<file path="src/rtl/can_xcvr_mode_pkg.sv">
// Package: mode codes and pin decoding shared by the mode controller.
// Assumes the control pair is presented as {pin A, pin B}.
package can_xcvr_mode_pkg;

    typedef enum logic [2:0] {
        MODE_STBY    = 3'd0,
        MODE_PWRON   = 3'd1,
        MODE_NORMAL  = 3'd2,
        MODE_GOSLEEP = 3'd3,
        MODE_SLEEP   = 3'd4
    } xcvr_mode_e;

    // Map the two control pins onto the requested mode.
    function automatic xcvr_mode_e decode_pins(input logic [1:0] pins);
        unique case (pins)
            2'b11:   return MODE_NORMAL;
            2'b01:   return MODE_GOSLEEP;
            2'b10:   return MODE_PWRON;
            default: return MODE_STBY;
        endcase
    endfunction

endpackage

</file>
<file path="src/rtl/can_wake_filter.sv">
// Duration filter for wake sources. With TRACK_LEVEL=1 it qualifies a move
// of the input away from its accepted level and then adopts the new level.
// With TRACK_LEVEL=0 it qualifies a stretch of high input, once per stretch.
// Assumes sig_i is already synchronous to clk and HOLD_CYC >= 1.
module can_wake_filter #(
    parameter int unsigned HOLD_CYC    = 1000,
    parameter bit          TRACK_LEVEL = 1'b1,
    parameter bit          REF_INIT    = 1'b1
) (
    input  logic clk,
    input  logic rst_n,
    input  logic sig_i,
    output logic evt_o
);
    localparam int unsigned CW = $clog2(HOLD_CYC + 2);
    localparam logic [CW-1:0] LIM = CW'(HOLD_CYC);
    localparam logic [CW-1:0] SAT = CW'(HOLD_CYC + 1);

    logic          active;
    logic [CW-1:0] cnt_q;

    generate
        if (TRACK_LEVEL) begin : g_level
            logic ref_q;
            // Accepted level: takes the new level when a change qualifies.
            always_ff @(posedge clk) begin
                if (!rst_n)     ref_q <= REF_INIT;
                else if (evt_o) ref_q <= sig_i;
            end
            assign active = sig_i != ref_q;
        end else begin : g_high
            assign active = sig_i;
        end
    endgenerate

    assign evt_o = active && (cnt_q == LIM);

    // Count consecutive active cycles, saturating beyond the limit.
    always_ff @(posedge clk) begin
        if (!rst_n || !active) cnt_q <= '0;
        else if (cnt_q != SAT) cnt_q <= cnt_q + 1'b1;
    end

    // a qualified wake is a single-cycle pulse
    a_r5_single_pulse: assert property (@(posedge clk) disable iff (!rst_n)
        evt_o |=> !evt_o);
    // a wake is only raised after the source was already active
    a_r6_needs_history: assert property (@(posedge clk) disable iff (!rst_n)
        evt_o |-> $past(active));

endmodule

</file>
<file path="src/rtl/can_xcvr_mode_fsm.sv">
// Mode state machine: applies pin changes while the supply is good, times
// go-to-sleep into sleep, returns sleep to standby on wake, and keeps the
// wake flag and the power-on flag. Assumes wake_evt_i is a one-cycle pulse.
module can_xcvr_mode_fsm
    import can_xcvr_mode_pkg::*;
#(
    parameter int unsigned GTS_CYC = 250000
) (
    input  logic       clk,
    input  logic       rst_n,
    input  logic       vcc_good_i,
    input  logic [1:0] pins_i,
    input  logic       wake_evt_i,
    output xcvr_mode_e mode_o,
    output logic       wake_flag_o,
    output logic       por_flag_o
);
    localparam int unsigned GW = $clog2(GTS_CYC + 1);
    localparam logic [GW-1:0] GTS_LAST = GW'(GTS_CYC - 1);

    xcvr_mode_e    mode_q, mode_n;
    logic [1:0]    last_q;
    logic [GW-1:0] gts_cnt_q;
    logic          flag_q, por_q;
    logic          pin_chg, gts_done;

    assign pin_chg  = vcc_good_i && (pins_i != last_q);
    assign gts_done = (mode_q == MODE_GOSLEEP) && (gts_cnt_q == GTS_LAST);

    // Next mode: pin change first, then timeout, then wake from sleep.
    always_comb begin
        mode_n = mode_q;
        if (pin_chg)                                mode_n = decode_pins(pins_i);
        else if (gts_done)                          mode_n = MODE_SLEEP;
        else if (mode_q == MODE_SLEEP && wake_evt_i) mode_n = MODE_STBY;
    end

    // Mode register and last applied pin pair.
    always_ff @(posedge clk) begin
        if (!rst_n) begin
            mode_q <= MODE_STBY;
            last_q <= 2'b00;
        end else begin
            mode_q <= mode_n;
            if (pin_chg) last_q <= pins_i;
        end
    end

    // Go-to-sleep timer, restarted whenever the mode is not go-to-sleep.
    always_ff @(posedge clk) begin
        if (!rst_n || mode_q != MODE_GOSLEEP) gts_cnt_q <= '0;
        else                                  gts_cnt_q <= gts_cnt_q + 1'b1;
    end

    // Wake flag and power-on flag, both cleared on entry to normal mode.
    always_ff @(posedge clk) begin
        if (!rst_n) begin
            flag_q <= 1'b0;
            por_q  <= 1'b1;
        end else if (mode_n == MODE_NORMAL) begin
            flag_q <= 1'b0;
            por_q  <= 1'b0;
        end else if (wake_evt_i && mode_q != MODE_NORMAL) begin
            flag_q <= 1'b1;
        end
    end

    assign mode_o      = mode_q;
    assign wake_flag_o = flag_q;
    assign por_flag_o  = por_q;

    // with the supply low, pin-selected modes do not move
    a_r2_pins_ignored: assert property (@(posedge clk) disable iff (!rst_n)
        (!vcc_good_i && mode_q != MODE_GOSLEEP && mode_q != MODE_SLEEP)
        |=> (mode_q == $past(mode_q)));
    // sleep is entered only out of go-to-sleep
    a_r3_sleep_from_gts: assert property (@(posedge clk) disable iff (!rst_n)
        (mode_q == MODE_SLEEP && $past(mode_q) != MODE_SLEEP)
        |-> ($past(mode_q) == MODE_GOSLEEP));
    // no wake flag is ever held in normal mode
    a_r10_flag_clear: assert property (@(posedge clk) disable iff (!rst_n)
        (mode_q == MODE_NORMAL) |-> !flag_q);
    // a pin change out of go-to-sleep never lands in sleep
    a_r4_cancel: assert property (@(posedge clk) disable iff (!rst_n)
        (mode_q == MODE_GOSLEEP && pin_chg) |=> (mode_q != MODE_SLEEP));

endmodule

</file>
<file path="src/rtl/can_xcvr_mode_ctrl.sv">
// Top of the transceiver mode controller: two wake filters, the mode
// state machine and the output multiplexing for receive data, fault flag,
// supply inhibit and termination select. Assumes all inputs are synchronous
// to clk and that rst_n is held low while the logic supply is below threshold.
module can_xcvr_mode_ctrl
    import can_xcvr_mode_pkg::*;
#(
    parameter int unsigned GTS_CYC   = 250000,
    parameter int unsigned WAKE_HOLD = 2000,
    parameter int unsigned DOM_HOLD  = 1500
) (
    input  logic       clk,
    input  logic       rst_n,
    input  logic       vcc_good_i,
    input  logic       vbat_good_i,
    input  logic       ctl_a_i,
    input  logic       ctl_b_i,
    input  logic       lwake_i,
    input  logic       bus_dominant_i,
    output logic       rx_out_o,
    output logic       fault_n_o,
    output logic       supply_inh_o,
    output logic       lterm_vcc_o,
    output logic [2:0] mode_o
);
    logic       loc_evt, rem_evt, wake_evt;
    logic       wake_flag, por_flag;
    xcvr_mode_e mode;

    // Local wake: qualifies a held change of the wake pin level.
    can_wake_filter #(.HOLD_CYC(WAKE_HOLD), .TRACK_LEVEL(1'b1), .REF_INIT(1'b1)) u_loc_wake (
        .clk(clk), .rst_n(rst_n), .sig_i(lwake_i), .evt_o(loc_evt)
    );

    // Remote wake: qualifies a held dominant bus.
    can_wake_filter #(.HOLD_CYC(DOM_HOLD), .TRACK_LEVEL(1'b0), .REF_INIT(1'b0)) u_rem_wake (
        .clk(clk), .rst_n(rst_n), .sig_i(bus_dominant_i), .evt_o(rem_evt)
    );

    assign wake_evt = loc_evt | rem_evt;

    can_xcvr_mode_fsm #(.GTS_CYC(GTS_CYC)) u_fsm (
        .clk(clk), .rst_n(rst_n), .vcc_good_i(vcc_good_i),
        .pins_i({ctl_a_i, ctl_b_i}), .wake_evt_i(wake_evt),
        .mode_o(mode), .wake_flag_o(wake_flag), .por_flag_o(por_flag)
    );

    // Output selection by mode.
    always_comb begin
        lterm_vcc_o  = (mode == MODE_NORMAL);
        supply_inh_o = vbat_good_i && (mode != MODE_SLEEP);
        if (mode == MODE_NORMAL) begin
            rx_out_o  = !bus_dominant_i;
            fault_n_o = 1'b1;
        end else begin
            rx_out_o  = !wake_flag;
            fault_n_o = (mode == MODE_PWRON) ? !por_flag : !wake_flag;
        end
    end

    assign mode_o = mode;

    // termination on Vcc implies the fault output is idle
    a_r9_normal_outputs: assert property (@(posedge clk) disable iff (!rst_n)
        lterm_vcc_o |-> fault_n_o);
    // no supply enable without battery
    a_r13_inh_battery: assert property (@(posedge clk) disable iff (!rst_n)
        supply_inh_o |-> vbat_good_i);

endmodule

</file>
<file path="config.mk">
export PLATFORM = sky130hd
export DESIGN_NAME = can_xcvr_mode_ctrl
export DESIGN_NICKNAME = d
export VERILOG_FILES = /design/src/rtl/can_xcvr_mode_pkg.sv /design/src/rtl/can_wake_filter.sv /design/src/rtl/can_xcvr_mode_fsm.sv /design/src/rtl/can_xcvr_mode_ctrl.sv
export SDC_FILE = /design/constraint.sdc
export NUM_CORES = 1
export LEC_CHECK = 0
export BUFFER_PORTS_ARGS = -buffer_cell sky130_fd_sc_hd__buf_4
export CAP_MARGIN = 0
export CORE_UTILIZATION = 60
export CTS_BUF_LIST = sky130_fd_sc_hd__clkbuf_4
export CTS_CLUSTER_SIZE = 8
export DETAILED_ROUTE_END_ITERATION = 10
export PLACE_DENSITY = 0.88
export SLEW_MARGIN = 20
export SYNTH_ARGS = -nofsm -noshare
export SYNTH_HDL_FRONTEND = slang
export SYNTH_HIERARCHICAL = 1
export SYNTH_SLANG_ARGS = --single-unit
</file>
<file path="constraint.sdc">
create_clock -name clk -period 2.5 [get_ports clk]
set_input_delay 0.5 -clock clk [delete_from_list [all_inputs] [get_ports clk]]
set_output_delay 0.5 -clock clk [all_outputs]
set_load 0.02 [all_outputs]
</file>
==> results of run 1 <==
[routing by layer]
metal | up-vias | track usage [%] | share of wire, %
met5 | - | 0 | 0
li1 | 1044 | - | -
met2 | 40 | 38.4 | 48
met4 | 0 | 10.6 | 0.99
met3 | 4 | 4.66 | 4.1
met1 | 960 | 28.8 | 47
[registers in the layout, indices dropped and copies added (netlist names)]
| signal | cells |
|---|---|
| u_loc_wake/g_level.ref_q | 1 |
| u_loc_wake/cnt_q | 11 |
| u_fsm/wake_flag_o | 1 |
| u_rem_wake/cnt_q | 11 |
| u_fsm/gts_cnt_q | 18 |
| u_fsm/mode_o | 3 |
| u_fsm/last_q | 2 |
| u_fsm/por_flag_o | 1 |
[worst register-to-register path: stages (launching register included)]
cell and delay (ns):
dfxtp_1 0.41, ha_1 0.23, nand3_2 0.19, or4_4 0.58, or3_1 0.35, a21oi_1 0.13
[layout make-up]
type | count | area share (%)
Sequential cell | 48 | 36.1
Multi-Input combinational cell | 207 | 52.8
Timing Repair Buffer | 16 | 4.51
Inverter | 16 | 2.26
Clock inverter | 3 | 0.705
Tap cell | 48 | 2.26
Clock buffer | 5 | 1.41
[through the flow]
| step | util [%] | setup slack, ns |
|---|---|---|
| final | 70.6 | 0.417 |
| after global routing | 70.6 | 0.278 |
| after CTS | 70.6 | 0.387 |
| after detailed placement | 69.1 | 0.568 |
| after global placement | 69.1 | 0.634 |
| after floorplan | - | 0.505 |
[cells by family after synthesis]
family	synth area share, %
buffers and inverters	3.13
AOI/OAI and AO/OA	11.1
DFF	39.4
xor gates and xnor gates	7.18
and+or+nand+nor	30.9
muxes	3.74
adders and majority gates	4.61
[layout by cell type (no fill, tap or decap), types with 2 or more instances in the layout]
cell         n
nand3_2      3
nor4_1       9
nor2b_1      4
clkinvlp_4   2
nand4_1      9
buf_4       16
xor2_1      10
o21ai_0     12
nand4b_1     5
a41o_1       2
nand2_1     17
nor3b_1      3
clkbuf_4     5
xnor2_1     10
and2_1       3
mux2i_1      8
nor2_1      26
inv_1       16
a21oi_1     16
or3_2        3
or3_1        5
nand3_1     13
o31ai_1      7
dfxtp_1     48
ha_1         9
or4_1        6
nor3_1       5
[how the worst max path moves through the flow]
stage                                  start                   to  slack [ns]  cells past startpoint
after CTS                    u_fsm/mode_o[1]             rx_out_o        0.39                      3
after floorplan              u_fsm/mode_o[1]             rx_out_o        0.50                      2
after global placement    u_fsm/gts_cnt_q[0]  u_fsm/gts_cnt_q[16]        0.63                      5
final                        u_fsm/mode_o[1]             rx_out_o        0.42                      3
after detailed placement  u_fsm/gts_cnt_q[0]  u_fsm/gts_cnt_q[16]        0.57                      5
after global routing         u_fsm/mode_o[1]             rx_out_o        0.28                      3
[power by group through the flow]
stage          Combinational (mW)  Sequential [mW]  Clock [mW]
6_report                   0.0889            0.787       0.355
5_1_grt                    0.0978            0.790       0.403
4_1_cts                    0.0886            0.788       0.371
3_5_place_dp               0.0882            0.805           0
3_3_place_gp               0.0855            0.804           0
2_1_floorplan              0.0520            0.805           0
==> qor.yml, run 1 <==
start_kind: "flip-flop"
synth_area_sq_um: 2440
p_total_mw: 1.23
clkSinkCount: 48
final_cells: 343
yosysSeqAreaShare_pct: 39.4
start_util_pct: 64.7
switchingPower_mw: 0.310
skew_ns: 0.0149
synth-main-ff-cell: "dfxtp_1"
core-area_sq_um: 3770
pin_count: 15
fmax_mhz: 480
grt_pass1_wl_microns: 7720
cp_slowest_stage_delay_ns: 0.53
r2r_cells: 5
crit_chain: "nor3b_2 -> mux2i_1 -> buf_4"
async_flop_share_pct: 0
die_h_microns: 65.8
slowest_stage: "dfxtp_1"
relSlewSlack_pct: 47.2
multi_input_area_sq_um: 1400
fin_nets: 311
min_from: "lwake_i"
p_sw_share_pct: 25.2
cp_max_fo: 11
min_path_cells: 3
tns_ns: 0
syn2layout_area_growth_pct: 9.02
fin_crit_ns: 2.08
p_seq_share_pct: 64.0
dieWidth_microns: 65.8
finalHoldViolCount: 0
place_hpwl_microns: 3310
cts_tree: "yes"
cts_buffers: 5
vdd_drop_max_mv: 0.317
synth_fp_nets: 292
vias: 2048
synth.top_cell.area_share_pct: 39.4
root_buffer: "clkbuf_4"
syn_inst: 275
wl_per_cell_microns: 13.3
drtPass1Iterations: 4
track_usage_pct: 23.2
yosysTopAreaCell: "dfxtp_1"
path_clk_slew_ns: 0.14
place_congestion: 0.877
ys_top_cells_by_area: "dfxtp_1 (39%), ha_1 (4.6%), nor2_1 (4.0%)"
cts.repair.resized: 0
max_cap_viol_count: 0
grt_max_degree: 21
dieArea_sq_um: 4330
antenna_found_initial: 0
worst_slew_pin_slew_ns: 0.784
drc_errors: 0
final_area_sq_um: 2660
gr-total-overflow: 0
cp_data_required_time_ns: 2.00
drive_above_1_share_pct: 13.9
setup_viol: 0
arrival_ns: 1.58
hold_class: "in -> reg"
avgSynthCellArea_sq_um: 8.88
drt-total-wl_microns: 4550
dp_cells: 335
io_buffers: 14
rsz0062_at_grt: "no"
whs_ns: 0.411
ff2ff_setup_slack_ns: 0.55
power.internal_mw: 0.921
synth_edf_count: 0
p_clk_share_pct: 28.8
combPwrFrac_pct: 7.2
netlist-cell-type-count: 49
finalCritPeriodShare_pct: 83.3
post_cts_hold_buffer_count: 0
reg2reg_from: "u_fsm/gts_cnt_q[0]"
row_count: 22
drv_slew: 0
crit_path_end_kind: "output pin"
fillers: 283
seq_area_sq_um: 961
status: "finished clean"
critical-path-top-delay-family: "flip-flops"
worstReg2RegEnd: "u_fsm/gts_cnt_q[16]"
synth_seq_cells: 48
clock_latency_ns: 0.37
vias_per_cell: 5.97
antenna_cells: 0
ctsLongestPathBuffers: 2
ant_nets: 0
yosys.cell_count.top_type: "dfxtp_1"
yosysWarnings: 6
crit_type: "reg -> out"
cts.htree.levels: 2
power_leakage_nw: 0.873
hold-path-endpoint: "u_loc_wake/g_level.ref_q"
synth_common_cells: "dfxtp_1 (48), nor2_1 (26), nand2_1 (17)"
p_per_area_nw_per_um2: 463
crit_buf_inv: 1
first_iter_violations: 125
place_area_sq_um: 2610
postCtsSetupRepairBufs: 0
grt_pass1_vias: 1809
(Power assumes the default switching activity.)
==> run 2, diff against run 1 <==
--- a/config.mk
+++ b/config.mk
@@ -5,6 +5,7 @@
 export SDC_FILE = /design/constraint.sdc
 export NUM_CORES = 1
 export LEC_CHECK = 0
+export ABC_AREA = 1
 export BUFFER_PORTS_ARGS = -buffer_cell sky130_fd_sc_hd__buf_4
 export CAP_MARGIN = 0
 export CORE_UTILIZATION = 60
==> constraint.sdc (replaced) <==
create_clock -name clk -period 2 [get_ports clk]
set_input_delay 0.4 -clock clk [delete_from_list [all_inputs] [get_ports clk]]
set_output_delay 0.4 -clock clk [all_outputs]
set_load 0.02 [all_outputs]
==> run 2 against run 1 <==
  * Synthesized cell count grew 44%
  * Register-to-register slack got worse by 0.30 ns
  * Sequential power rose by 25%
  * Via count grew 20%
  * Sequential cell count did not move
  * Area after synthesis increased by 12%
  * Cell count rose by 36%
  * Largest cell class unchanged
==> qor.yml, run 2 <==
cts_buffers: 5
synth-main-ff-cell: "dfxtp_1"
crit_path_end_kind: "output pin"
most-common-layout-cells: "nand2_1 (94), inv_1 (56), nor2_1 (49)"
relSlewSlack_pct: 70.0
synth_seq_cells: 48
yosysSeqAreaShare_pct: 35.1
status: "finished clean"
io_buffers: 14
drv_slew: 0
fmax_mhz: 562
fin_crit_ns: 1.78
synth_edf_count: 0
setup_viol: 0
row_count: 24
slowest_stage: "dfxtp_1"
start_kind: "flip-flop"
synth_area_sq_um: 2740
synth_common_cells: "nand2_1 (94), inv_1 (56), nor2_1 (49)"
path_clk_slew_ns: 0.14
finalHoldViolCount: 0
hold_class: "in -> reg"
finalCritPeriodShare_pct: 88.9
cp_slowest_stage_delay_ns: 0.55
grt_max_degree: 15
crit_type: "reg -> out"
vias: 2458
ys_top_cells_by_area: "dfxtp_1 (35%), nand2_1 (13%), inv_1 (7.7%)"
largest_reg_flops: 18
final_cells: 467
grt_pass1_wl_microns: 9210
power_leakage_nw: 1.15
synth_fp_nets: 412
reg_top3: "u_fsm/gts_cnt_q: 18 flops, u_loc_wake/cnt_q: 11 flops, u_rem_wake/cnt_q: 11 flops"
vdd_drop_max_mv: 0.456
fillers: 366
syn2layout_area_growth_pct: 8.96
synth.top_cell.area_share_pct: 35.1
async_flop_share_pct: 0
antenna_found_initial: 0
syn_inst: 395
wl_per_cell_microns: 11.4
track_usage_pct: 23.0
place_congestion: 0.834
dieArea_sq_um: 4840
drt-total-wl_microns: 5330
top_register: "u_fsm/gts_cnt_q"
root_buffer: "clkbuf_4"
start_util_pct: 62.4
clock_latency_ns: 0.36
vias_per_cell: 5.26
dp_cells: 459
ff2ff_setup_slack_ns: 0.25
cp_data_required_time_ns: 1.60
yosysTopAreaCell: "dfxtp_1"
avgSynthCellArea_sq_um: 6.93
first_iter_violations: 169
die_h_microns: 69.5
drtPass1Iterations: 4
clkSinkCount: 48
core-area_sq_um: 4380
max_cap_viol_count: 0
yosys.cell_count.top_type: "nand2_1"
cp_max_fo: 9
ctsLongestPathBuffers: 2
place_hpwl_microns: 3970
pin_count: 15
yosysWarnings: 6
cts.repair.resized: 0
rsz0062_at_grt: "no"
critical-path-top-delay-family: "flip-flops"
gr-total-overflow: 0
netlist-cell-type-count: 31
drive_above_1_share_pct: 14.2
cts_tree: "yes"
dieWidth_microns: 69.5
cts.htree.levels: 2
fin_nets: 431
arrival_ns: 1.38
grt_pass1_vias: 2206
antenna_cells: 0
p_per_area_nw_per_um2: 568
skew_ns: 0.00817
post_cts_hold_buffer_count: 0
utilization_pct: 68.0
crit_buf_inv: 2
crit_chain: "inv_2 -> nand3_2 -> nand3_1 -> buf_4"
mostFrequentLayoutCell: "nand2_1"
postCtsSetupRepairBufs: 0
worst_slew_pin_slew_ns: 0.450
ant_nets: 0
tns_ns: 0
drc_errors: 0
[run 2: final timing paths]
path	end	depth (start not counted)	from
setup / recovery	fault_n_o	4	u_fsm/mode_o[0]
hold / removal	u_fsm/last_q[1]	2	vcc_good_i
setup reg to reg	u_fsm/wake_flag_o	12	u_rem_wake/cnt_q[6]
hold reg to reg	u_fsm/por_flag_o	2	u_fsm/por_flag_o
[run 2: routing by layer]
| layer | part of all wire (%) | up-vias | GRT usage, % |
|---|---|---|---|
| met5 | 0 | - | 0 |
| met4 | 0.47 | 0 | 5.90 |
| met3 | 4.4 | 4 | 4.36 |
| met2 | 49 | 49 | 39.1 |
| met1 | 46 | 1127 | 30.0 |
| li1 | - | 1278 | - |
[run 2: power by group]
part           internal (mW)  switching (mW)
clock                  0.276           0.304
combinational         0.0508          0.0797
sequential             0.969          0.0161
[run 2: cell type report]
type	count	area, sq um	area share, %
inverter	61	229	7.68
clock buffer	6	45.0	1.51
multi-input combinational	283	1540	51.5
sequential	48	961	32.2
clock inverter	2	35.0	1.17
tap	52	65.1	2.18
timing repair buffer	15	113	3.78
[run 2: logic make-up after synthesis]
group | synth area share, %
AO/OA/AOI/OAI | 8.18
XOR/XNOR | 3.84
adder cells (fa/ha/maj) | 4.11
buffers and inverters | 8.82
flip-flops | 35.1
AND/OR/NAND/NOR | 39.9
[run 2: through the flow]
stage               hold WS (ns)  power [mW]  area, sq um  worst slack, ns
finish                     0.273        1.70         2980            0.222
global route               0.261        1.76         2980           0.0544
CTS                        0.255        1.71         2980            0.201
detailed placement         0.452        1.14         2900            0.312
global placement           0.442        1.13         2900            0.435
floorplan                  0.419        1.09         2740            0.477
==> run 3, diff against run 2 <==
==> constraint.sdc (replaced) <==
create_clock -name clk -period 1.75 [get_ports clk]
set_input_delay 0.35 -clock clk [delete_from_list [all_inputs] [get_ports clk]]
set_output_delay 0.35 -clock clk [all_outputs]
set_load 0.02 [all_outputs]
==> run 3 against run 2 <==
  * Die area unchanged
  * Design area increased by 1.2%
  * Sequential cell count unchanged
  * Register-to-register slack got worse by 0.12 ns
  * Clock power decreased by 10%
  * Core utilization increased by 0.83 points
  * Count of clock-buffer cells in the layout decreased by 1
  * Critical path type unchanged
  * Largest cell class unchanged
  * Largest power group unchanged
  * Highest routed layer unchanged
==> qor.yml, run 3 (same netlist as run 2, synthesis figures left out) <==
ctsLongestPathBuffers: 2
row_count: 24
track_usage_pct: 23.6
crit_chain: "nor2_2 -> nand2_1 -> nand2_1 -> nand3_1 -> buf_4"
top_register: "u_fsm/gts_cnt_q"
max_cap_viol_count: 0
antenna_cells: 0
drtPass1Iterations: 5
cp_slowest_stage_delay_ns: 0.40
relSlewSlack_pct: 72.7
cts_buffers: 5
p_clk_share_pct: 28.9
start_util_pct: 62.4
io_buffers: 14
dieArea_sq_um: 4840
drv_slew: 0
drt-total-wl_microns: 5460
crit_path_end_kind: "output pin"
vias: 2519
syn2layout_area_growth_pct: 10.3
crit_type: "reg -> out"
p_seq_share_pct: 62.4
vdd_drop_max_mv: 0.376
place_area_sq_um: 2930
pin_count: 15
seq_area_sq_um: 968
place_hpwl_microns: 4090
core-area_sq_um: 4380
tns_ns: 0
slowest_stage: "dfxtp_2"
antenna_found_initial: 0
die_h_microns: 69.5
path_common_cell: "nand2_1"
cts_tree: "yes"
worst_slew_pin_slew_ns: 0.409
final_area_sq_um: 3020
dieWidth_microns: 69.5
finalCritPeriodShare_pct: 95.1
finalHoldViolCount: 0
cts.htree.levels: 2
drc_errors: 0
whs_ns: 0.205
clock_latency_ns: 0.38
combPwrFrac_pct: 8.7
multi_input_area_sq_um: 1540
p_per_area_nw_per_um2: 597
clkSinkCount: 48
setup_viol: 0
post_cts_hold_buffer_count: 0
first_iter_violations: 223
path_clk_slew_ns: 0.15
status: "finished clean"
fin_nets: 437
p_sw_share_pct: 26.5
largest_reg_flops: 18
vias_per_cell: 5.33
reg_top3: "u_fsm/gts_cnt_q: 18 flops, u_loc_wake/cnt_q: 11 flops, u_rem_wake/cnt_q: 11 flops"
grt_max_degree: 16
most-common-layout-cells: "nand2_1 (94), inv_1 (56), nor2_1 (48)"
fin_crit_ns: 1.66
utilization_pct: 68.9
power.internal_mw: 1.32
skew_ns: 0.0181
gr-total-overflow: 0
arrival_ns: 1.31
mostFrequentLayoutCell: "nand2_1"
grt_pass1_vias: 2237
start_kind: "flip-flop"
fmax_mhz: 601
switchingPower_mw: 0.477
ant_nets: 0
fillers: 382
grt_pass1_wl_microns: 9290
cp_data_required_time_ns: 1.40
hold_class: "in -> reg"
drive_above_1_share_pct: 17.3
root_buffer: "clkbuf_4"
power_leakage_nw: 1.18
wl_per_cell_microns: 11.5
place_congestion: 0.824
cp_max_fo: 7
run 3: changes by cell type in the layout (fill, tap and decap cells not counted), sizes merged:
cell,change
clkbuf,-1
buf,+6
clkinv,+2
bufinv,-1
run 3: power by group through the flow:
stage,logic [mW],clock network [mW],registers (mW)
6_report,0.158,0.521,1.12
4_1_cts,0.157,0.543,1.12
2_1_floorplan,0.0915,0,1.15
3_3_place_gp,0.151,0,1.15
3_5_place_dp,0.156,0,1.15
5_1_grt,0.177,0.593,1.13
run 3: final timing paths:
| path | startpoint | to | slack (ns) | cells after the start |
|---|---|---|---|---|
| setup / recovery | u_fsm/mode_o[2] | fault_n_o | 0.09 | 5 |
| hold / removal | vcc_good_i | u_fsm/last_q[0] | 0.21 | 2 |
| setup reg to reg | u_rem_wake/cnt_q[6] | u_fsm/por_flag_o | 0.13 | 12 |
| hold reg to reg | u_fsm/por_flag_o | u_fsm/por_flag_o | 0.47 | 2 |
run 3: stage by stage:
step / cells / setup slack, ns / power, mW
6_report: 473 / 0.0854 / 1.80
5_1_grt: 473 / -0.00918 / 1.90
4_1_cts: 471 / 0.0450 / 1.82
3_5_place_dp: 463 / 0.112 / 1.30
3_3_place_gp: 463 / 0.197 / 1.30
2_1_floorplan: 395 / 0.227 / 1.24
run 3: area by class of cell:
class,instances,area share [%]
inverter,61,7.58
clock buffer,5,1.24
tap,52,2.15
sequential,48,32.1
multi-input combinational,283,51.1
clock inverter,3,0.622
timing repair buffer,21,5.22
run 3: what timing repair did:
item                       CTS  global route
pin swaps                    0             1
gates resized for setup      1             7
setup buffers                0             2
setup endpoints to repair    1             5
run 3: per-layer routing:
| layer | global-route usage, % | share of wire (%) |
|---|---|---|
| met1 | 29.6 | 47 |
| met2 | 39.2 | 47 |
| met3 | 5.09 | 4.2 |
| met4 | 9.52 | 1.8 |
| met5 | 0 | 0 |
run 3: worst max-delay path: cells and delay by family, from the launching register on:
family | cells | cell delay (ns)
DFF | 1 | 0.40
and+or+nand+nor | 4 | 0.37
buffers and inverters | 1 | 0.18
